### config.mk
export PLATFORM = sky130hd
export DESIGN_NAME = dac_shadow_regs
export DESIGN_NICKNAME = d
export VERILOG_FILES = /design/src/rtl/dac_shadow_pkg.sv /design/src/rtl/dac_mode_fsm.sv /design/src/rtl/dac_ctrl_shadow.sv /design/src/rtl/dac_data_chan.sv /design/src/rtl/dac_shadow_regs.sv
export SDC_FILE = /design/constraint.sdc
export NUM_CORES = 1
export LEC_CHECK = 0
export ABC_AREA = 1
export BUFFER_PORTS_ARGS = -buffer_cell sky130_fd_sc_hd__buf_4
export CORE_MARGIN = 5
export CORE_UTILIZATION = 57
export DETAILED_ROUTE_END_ITERATION = 8
export PLACE_DENSITY = 0.79
export SYNTH_ARGS = -nofsm -noshare
export SYNTH_HDL_FRONTEND = slang
export SYNTH_HIERARCHICAL = 1
export SYNTH_SLANG_ARGS = --single-unit
### constraint.sdc
create_clock -name clk -period 1.8 [get_ports clk]
set_input_delay 0.36 -clock clk [delete_from_list [all_inputs] [get_ports clk]]
set_output_delay 0.36 -clock clk [all_outputs]
set_load 0.03 [all_outputs]
### src/rtl/dac_shadow_pkg.sv
package dac_shadow_pkg;
    typedef enum logic [1:0] {
        MODE_OFF      = 2'd0,
        MODE_DIRECT   = 2'd1,
        MODE_BUFFERED = 2'd2
    } dac_mode_e;

    localparam int unsigned ADR_MODE  = 0;
    localparam int unsigned ADR_CTRL  = 1;
    localparam int unsigned ADR_DUPD  = 2;
    localparam int unsigned ADR_DATA0 = 4;

    localparam int unsigned MODE_EN_BIT  = 1;
    localparam int unsigned MODE_BUF_BIT = 0;
    localparam int unsigned POL_TOP      = 7;
    localparam int unsigned GAIN_TOP     = 11;
endpackage

### src/rtl/dac_mode_fsm.sv
module dac_mode_fsm
    import dac_shadow_pkg::*;
(
    input  logic clk,
    input  logic rst_n,
    input  logic mode_wr,
    input  logic en_bit,
    input  logic buf_bit,
    output logic codes_on,
    output logic pass_through
);
    dac_mode_e state_q, state_d;

    always_ff @(posedge clk) begin
        if (!rst_n) state_q <= MODE_OFF;
        else        state_q <= state_d;
    end

    always_comb begin
        state_d = state_q;
        unique case (state_q)
            MODE_OFF, MODE_DIRECT, MODE_BUFFERED: begin
                if (mode_wr) begin
                    if (!en_bit)      state_d = MODE_OFF;
                    else if (buf_bit) state_d = MODE_BUFFERED;
                    else              state_d = MODE_DIRECT;
                end
            end
            default: state_d = MODE_OFF;
        endcase
    end

    always_comb begin
        codes_on     = 1'b0;
        pass_through = 1'b0;
        unique case (state_q)
            MODE_OFF:      ;
            MODE_DIRECT:   begin codes_on = 1'b1; pass_through = 1'b1; end
            MODE_BUFFERED: codes_on = 1'b1;
            default:       ;
        endcase
    end
endmodule

### src/rtl/dac_ctrl_shadow.sv
module dac_ctrl_shadow #(
    parameter int unsigned NCH = 4
) (
    input  logic           clk,
    input  logic           rst_n,
    input  logic           stage_wr,
    input  logic           commit,
    input  logic [NCH-1:0] pol_in,
    input  logic [NCH-1:0] gain_in,
    output logic [NCH-1:0] pol_out,
    output logic [NCH-1:0] gain_out
);
    logic [NCH-1:0] pol_stage, gain_stage;

    always_ff @(posedge clk) begin
        if (!rst_n) begin
            pol_stage  <= '0;
            gain_stage <= '0;
            pol_out    <= '0;
            gain_out   <= '0;
        end else begin
            if (stage_wr) begin
                pol_stage  <= pol_in;
                gain_stage <= gain_in;
            end
            if (commit) begin
                pol_out  <= pol_stage;
                gain_out <= gain_stage;
            end
        end
    end
endmodule

### src/rtl/dac_data_chan.sv
module dac_data_chan #(
    parameter int unsigned CODE_W = 12
) (
    input  logic              clk,
    input  logic              rst_n,
    input  logic              wr,
    input  logic              direct,
    input  logic              commit,
    input  logic [CODE_W-1:0] wdata,
    output logic [CODE_W-1:0] active
);
    logic [CODE_W-1:0] staged;

    always_ff @(posedge clk) begin
        if (!rst_n) begin
            staged <= '0;
            active <= '0;
        end else begin
            if (wr) staged <= wdata;
            if (wr && direct) active <= wdata;
            else if (commit)  active <= staged;
        end
    end
endmodule

### src/rtl/dac_shadow_regs.sv
module dac_shadow_regs
    import dac_shadow_pkg::*;
#(
    parameter int unsigned NCH    = 4,
    parameter int unsigned CODE_W = 12,
    parameter int unsigned ADDR_W = 4,
    parameter int unsigned BUS_W  = 16
) (
    input  logic                  clk,
    input  logic                  rst_n,
    input  logic [ADDR_W-1:0]     bus_addr,
    input  logic                  bus_wr,
    input  logic                  bus_rd,
    input  logic [BUS_W-1:0]      bus_wdata,
    output logic [NCH*CODE_W-1:0] dac_code_o,
    output logic [NCH-1:0]        dac_bipolar_o,
    output logic [NCH-1:0]        dac_gain_o
);
    logic hit_mode, hit_ctrl, hit_dupd;
    logic codes_on, pass_through;
    logic [NCH-1:0] pol_field, gain_field;
    logic [NCH*CODE_W-1:0] active_flat;
    logic unused_wbits;

    assign unused_wbits = ^bus_wdata;
    assign hit_mode = (bus_addr == ADDR_W'(ADR_MODE));
    assign hit_ctrl = (bus_addr == ADDR_W'(ADR_CTRL));
    assign hit_dupd = (bus_addr == ADDR_W'(ADR_DUPD));

    dac_mode_fsm u_mode (
        .clk          (clk),
        .rst_n        (rst_n),
        .mode_wr      (bus_wr && hit_mode),
        .en_bit       (bus_wdata[MODE_EN_BIT]),
        .buf_bit      (bus_wdata[MODE_BUF_BIT]),
        .codes_on     (codes_on),
        .pass_through (pass_through)
    );

    for (genvar n = 0; n < NCH; n++) begin : g_field
        assign pol_field[n]  = bus_wdata[POL_TOP - n];
        assign gain_field[n] = bus_wdata[GAIN_TOP - n];
    end

    dac_ctrl_shadow #(.NCH(NCH)) u_ctrl (
        .clk      (clk),
        .rst_n    (rst_n),
        .stage_wr (bus_wr && hit_ctrl),
        .commit   (bus_rd && hit_ctrl),
        .pol_in   (pol_field),
        .gain_in  (gain_field),
        .pol_out  (dac_bipolar_o),
        .gain_out (dac_gain_o)
    );

    for (genvar n = 0; n < NCH; n++) begin : g_chan
        logic hit_data;
        assign hit_data = (bus_addr == ADDR_W'(ADR_DATA0 + n));

        dac_data_chan #(.CODE_W(CODE_W)) u_chan (
            .clk    (clk),
            .rst_n  (rst_n),
            .wr     (bus_wr && hit_data),
            .direct (pass_through),
            .commit (bus_rd && hit_dupd),
            .wdata  (bus_wdata[CODE_W-1:0]),
            .active (active_flat[n*CODE_W +: CODE_W])
        );

        assign dac_code_o[n*CODE_W +: CODE_W] =
            codes_on ? active_flat[n*CODE_W +: CODE_W] : '0;
    end
endmodule

==> results.yml <==
finish:
  diodes: 0
  multiInputGateArea_sq_mm: 0.00249
  layout-drive-gt1-share_pct: 22.4
  syn_to_final_growth_pct: 26.9
  fill_cells: 726
  layout.nets: 913
  seqCellArea_sq_mm: 0.00228
  finalNonFillerCells: 1033
logic_synthesis:
  synth_enable_flop_cells: 0
  synth_cell_type_count: 17
  synth_common_cells: "229 x nand2_1, 118 x inv_1, 114 x dfxtp_1, 99 x nand3_1, 66 x a21oi_1"
  netlist_area_sq_mm: 0.00564
  async_reset_ff_share_pct: 0
  post_synth_main_area_contributors: "dfxtp_1 40%, nand2_1 15%, nand3_1 8.8%"
  yosys_most_used_dff: "dfxtp_1"
  ys_seq_area_share_pct: 40.5
  yosysWarnings: 6
  synth_top_area_share_pct: 40.5
  netlist_instances: 822
  yosysMostFrequentCell: "nand2_1"
  synth-seq-cells: 114
  synth_top_area_cell: "dfxtp_1"
  synthesis.nets: 848
  synth.avg_cell_area_sq_um: 6.86
timing:
  drv_slew: 0
  fin_setup_tns_ns: -9.30
  finalHoldViolCount: 0
  fin_crit_sh_pct: 112
  setup_ws_ns: -0.217
  rsz0062_at_grt: "yes"
  worst_slew_pin_slew_ns: 0.549
  clock_skew_ns: 0.00651
  slew_headroom_pct: 63.4
  setup_viol: 48
  fin_crit_ns: 2.02
  max_freq_mhz: 496
routing:
  num_vias: 5505
  first_pass_iters: 6
  wl_per_cell_um: 14.7
  drc: 0
  drt_iter0_drc: 408
  drt_wl_total_um: 15100
  viasPerCell: 5.33
  ant_nets: 0
outcome:
  status: "finished with violations"
  violations: "negative setup slack"
job:
  cap_viol_max_count: 0
clocking:
  cts_made_buffers: 17
  clk_latency_ns: 0.51
  cts_buffer_depth: 2
  clkSinkCount: 114
  path_clk_slew_ns: 0.06
  htree_levels: 4
  cts_hold_buf: 0
  cts-root-buf: "clkbuf_8"
  cts_tree: "done"
place:
  dp_hpwl_um: 9210
  dp_worst_setup_slack_ns: 0.0822
  place_congestion: 0.792
  placed_cells: 997
  io_buffers: 75
setup_path:
  critPathRequiredTime_ns: 1.44
  critPathMaxFanout: 9
  critical_path_class: "reg2out"
  reg2reg_to: "g_chan[1].u_chan/active[8]"
  path_cells: "inv_2, ha_4, inv_8, clkbuf_16, nand2_1, inv_1, buf_6"
  crit_start: "u_mode/state_q[1]"
  worstSetupEndpointType: "primary output"
  critPathArrivalTime_ns: 1.66
  cpPeakStageDelay_ns: 0.35
  ff2ff_path_depth: 7
  r2r-start: "u_mode/state_q[1]"
  crit_buf_inv: 5
  crit_family: "buffers and inverters"
  r2r_slack_ns: 0.42
  cp-start-kind: "register"
  cpMaxStageDelayCell: "dfxtp_2"
power_and_ir_drop:
  power_w: 0.00644
  p_comb_share_pct: 4.7
  swShare_pct: 21.2
  p_leak_nw: 3.53
  peakVddDrop_v: 0.000636
  p_seq_share_pct: 40.0
  clockPowerShare_pct: 55.3
  p_int_w: 0.00508
  p_switching_w: 0.00136
  powerDensity_mw_per_mm2: 900
grt:
  grt_pass1_vias: 5192
  antenna_found_initial: 0
  grt-ovfl-total: 0
  grt_max_degree: 38
  grt_pass1_wl_um: 24100
  grt_use_total_pct: 25.6
die:
  die_w_um: 109
  start_util_pct: 57.9
  core-area_sq_mm: 0.00973
  io_pins: 80
  row_count: 36
  die_y_um: 109
  dieArea_sq_mm: 0.0120
min_path:
  hold_path_end: "g_chan[0].u_chan/staged[8]"
  hold_depth: 3
  hold_path.class: "in2reg"
  min_from: "bus_wdata[8]"
-- cells in the final DEF, fill, tap and decap left out, types with 6 or more instances in the layout --
cell	count
buf_6	44
nor2_1	36
a21oi_1	66
clkbuf_8	6
buf_12	8
dfxtp_1	112
inv_2	15
o21ai_0	48
nand2_1	224
nand3_1	99
buf_4	45
a21oi_2	32
nand2_2	9
inv_1	112
clkbuf_16	17
-- worst max-delay path by stage --
stage                                        to  slack [ns]  cells after the start
floorplan            g_chan[0].u_chan/active[0]        0.13                      7
detailed placement   g_chan[2].u_chan/active[8]        0.08                      9
finish                           dac_code_o[13]       -0.22                      7
global placement    g_chan[2].u_chan/active[10]        0.14                      9
CTS                               dac_code_o[2]       -0.20                      7
global route                      dac_code_o[2]       -0.27                      6
-- sequential cells by signal (all words and copies together), names as in the netlist --
name and count:
u_ctrl/gain_out 4, u_mode/state_q 2, u_ctrl/gain_stage 4, g_chan.u_chan/staged 48
u_ctrl/pol_out 4, g_chan.u_chan/active 48, u_ctrl/pol_stage 4
-- repair_timing --
| action | 4_1_cts | 5_1_grt |
|---|---|---|
| buffers inserted | 1 | 0 |
| resized for setup | 65 | 0 |
| cloned | 2 | 1 |
| pin swaps | 0 | 0 |
| endpoints found under the setup margin | 48 | 48 |
-- layer usage --
| metal | share of wire (%) | GRT usage, % | vias up |
|---|---|---|---|
| met5 | 0 | 0 | - |
| met4 | 2.4 | 10.8 | 0 |
| met3 | 6.0 | 5.23 | 33 |
| met2 | 51 | 45.2 | 193 |
| met1 | 40 | 29.9 | 2595 |
| li1 | - | - | 2684 |
-- area by class of cell --
| type | instances | area share (%) |
|---|---|---|
| Sequential cell | 114 | 31.9 |
| Clock buffer | 22 | 6.75 |
| Timing Repair Buffer | 101 | 15.2 |
| Inverter | 128 | 6.82 |
| Clock inverter | 10 | 2.13 |
| Multi-Input combinational cell | 525 | 34.8 |
| Tap cell | 133 | 2.33 |
-- stage by stage --
stage               util [%]  hold WS, ns  area, sq um
floorplan                  -        0.449         5640
global placement        64.0        0.460         6230
detailed placement      64.0        0.466         6230
CTS                     73.3        0.144         7130
global route            73.5        0.155         7160
finish                  73.5        0.164         7160
-- kinds of logic (layout without fill, tap and decap cells) --
kind of cell | after synthesis | in the layout | synth area share [%]
flops | 114 | 114 | 40.5
compound gates | 146 | 146 | 15.1
simple gates | 377 | 377 | 28.0
buf+inv | 183 | 261 | 16.0
fa+ha+maj | 2 | 2 | 0.444
-- power by group through the flow --
stage	logic [W]	registers, W	clock network (W)
floorplan	0.000170	0.00263	0
global placement	0.000276	0.00263	0
detailed placement	0.000286	0.00263	0
CTS	0.000298	0.00257	0.00358
global route	0.000330	0.00258	0.00373
finish	0.000305	0.00258	0.00356
-- worst reg2reg max path: stages, from the launching register on --
cell,delay [ns]
dfxtp_2,0.35
inv_2,0.05
ha_4,0.17
buf_12,0.15
nand2_4,0.22
nand2_1,0.08
nand2_1,0.12
a21oi_1,0.09
No activity file was read; power rests on OpenSTA's default activity.
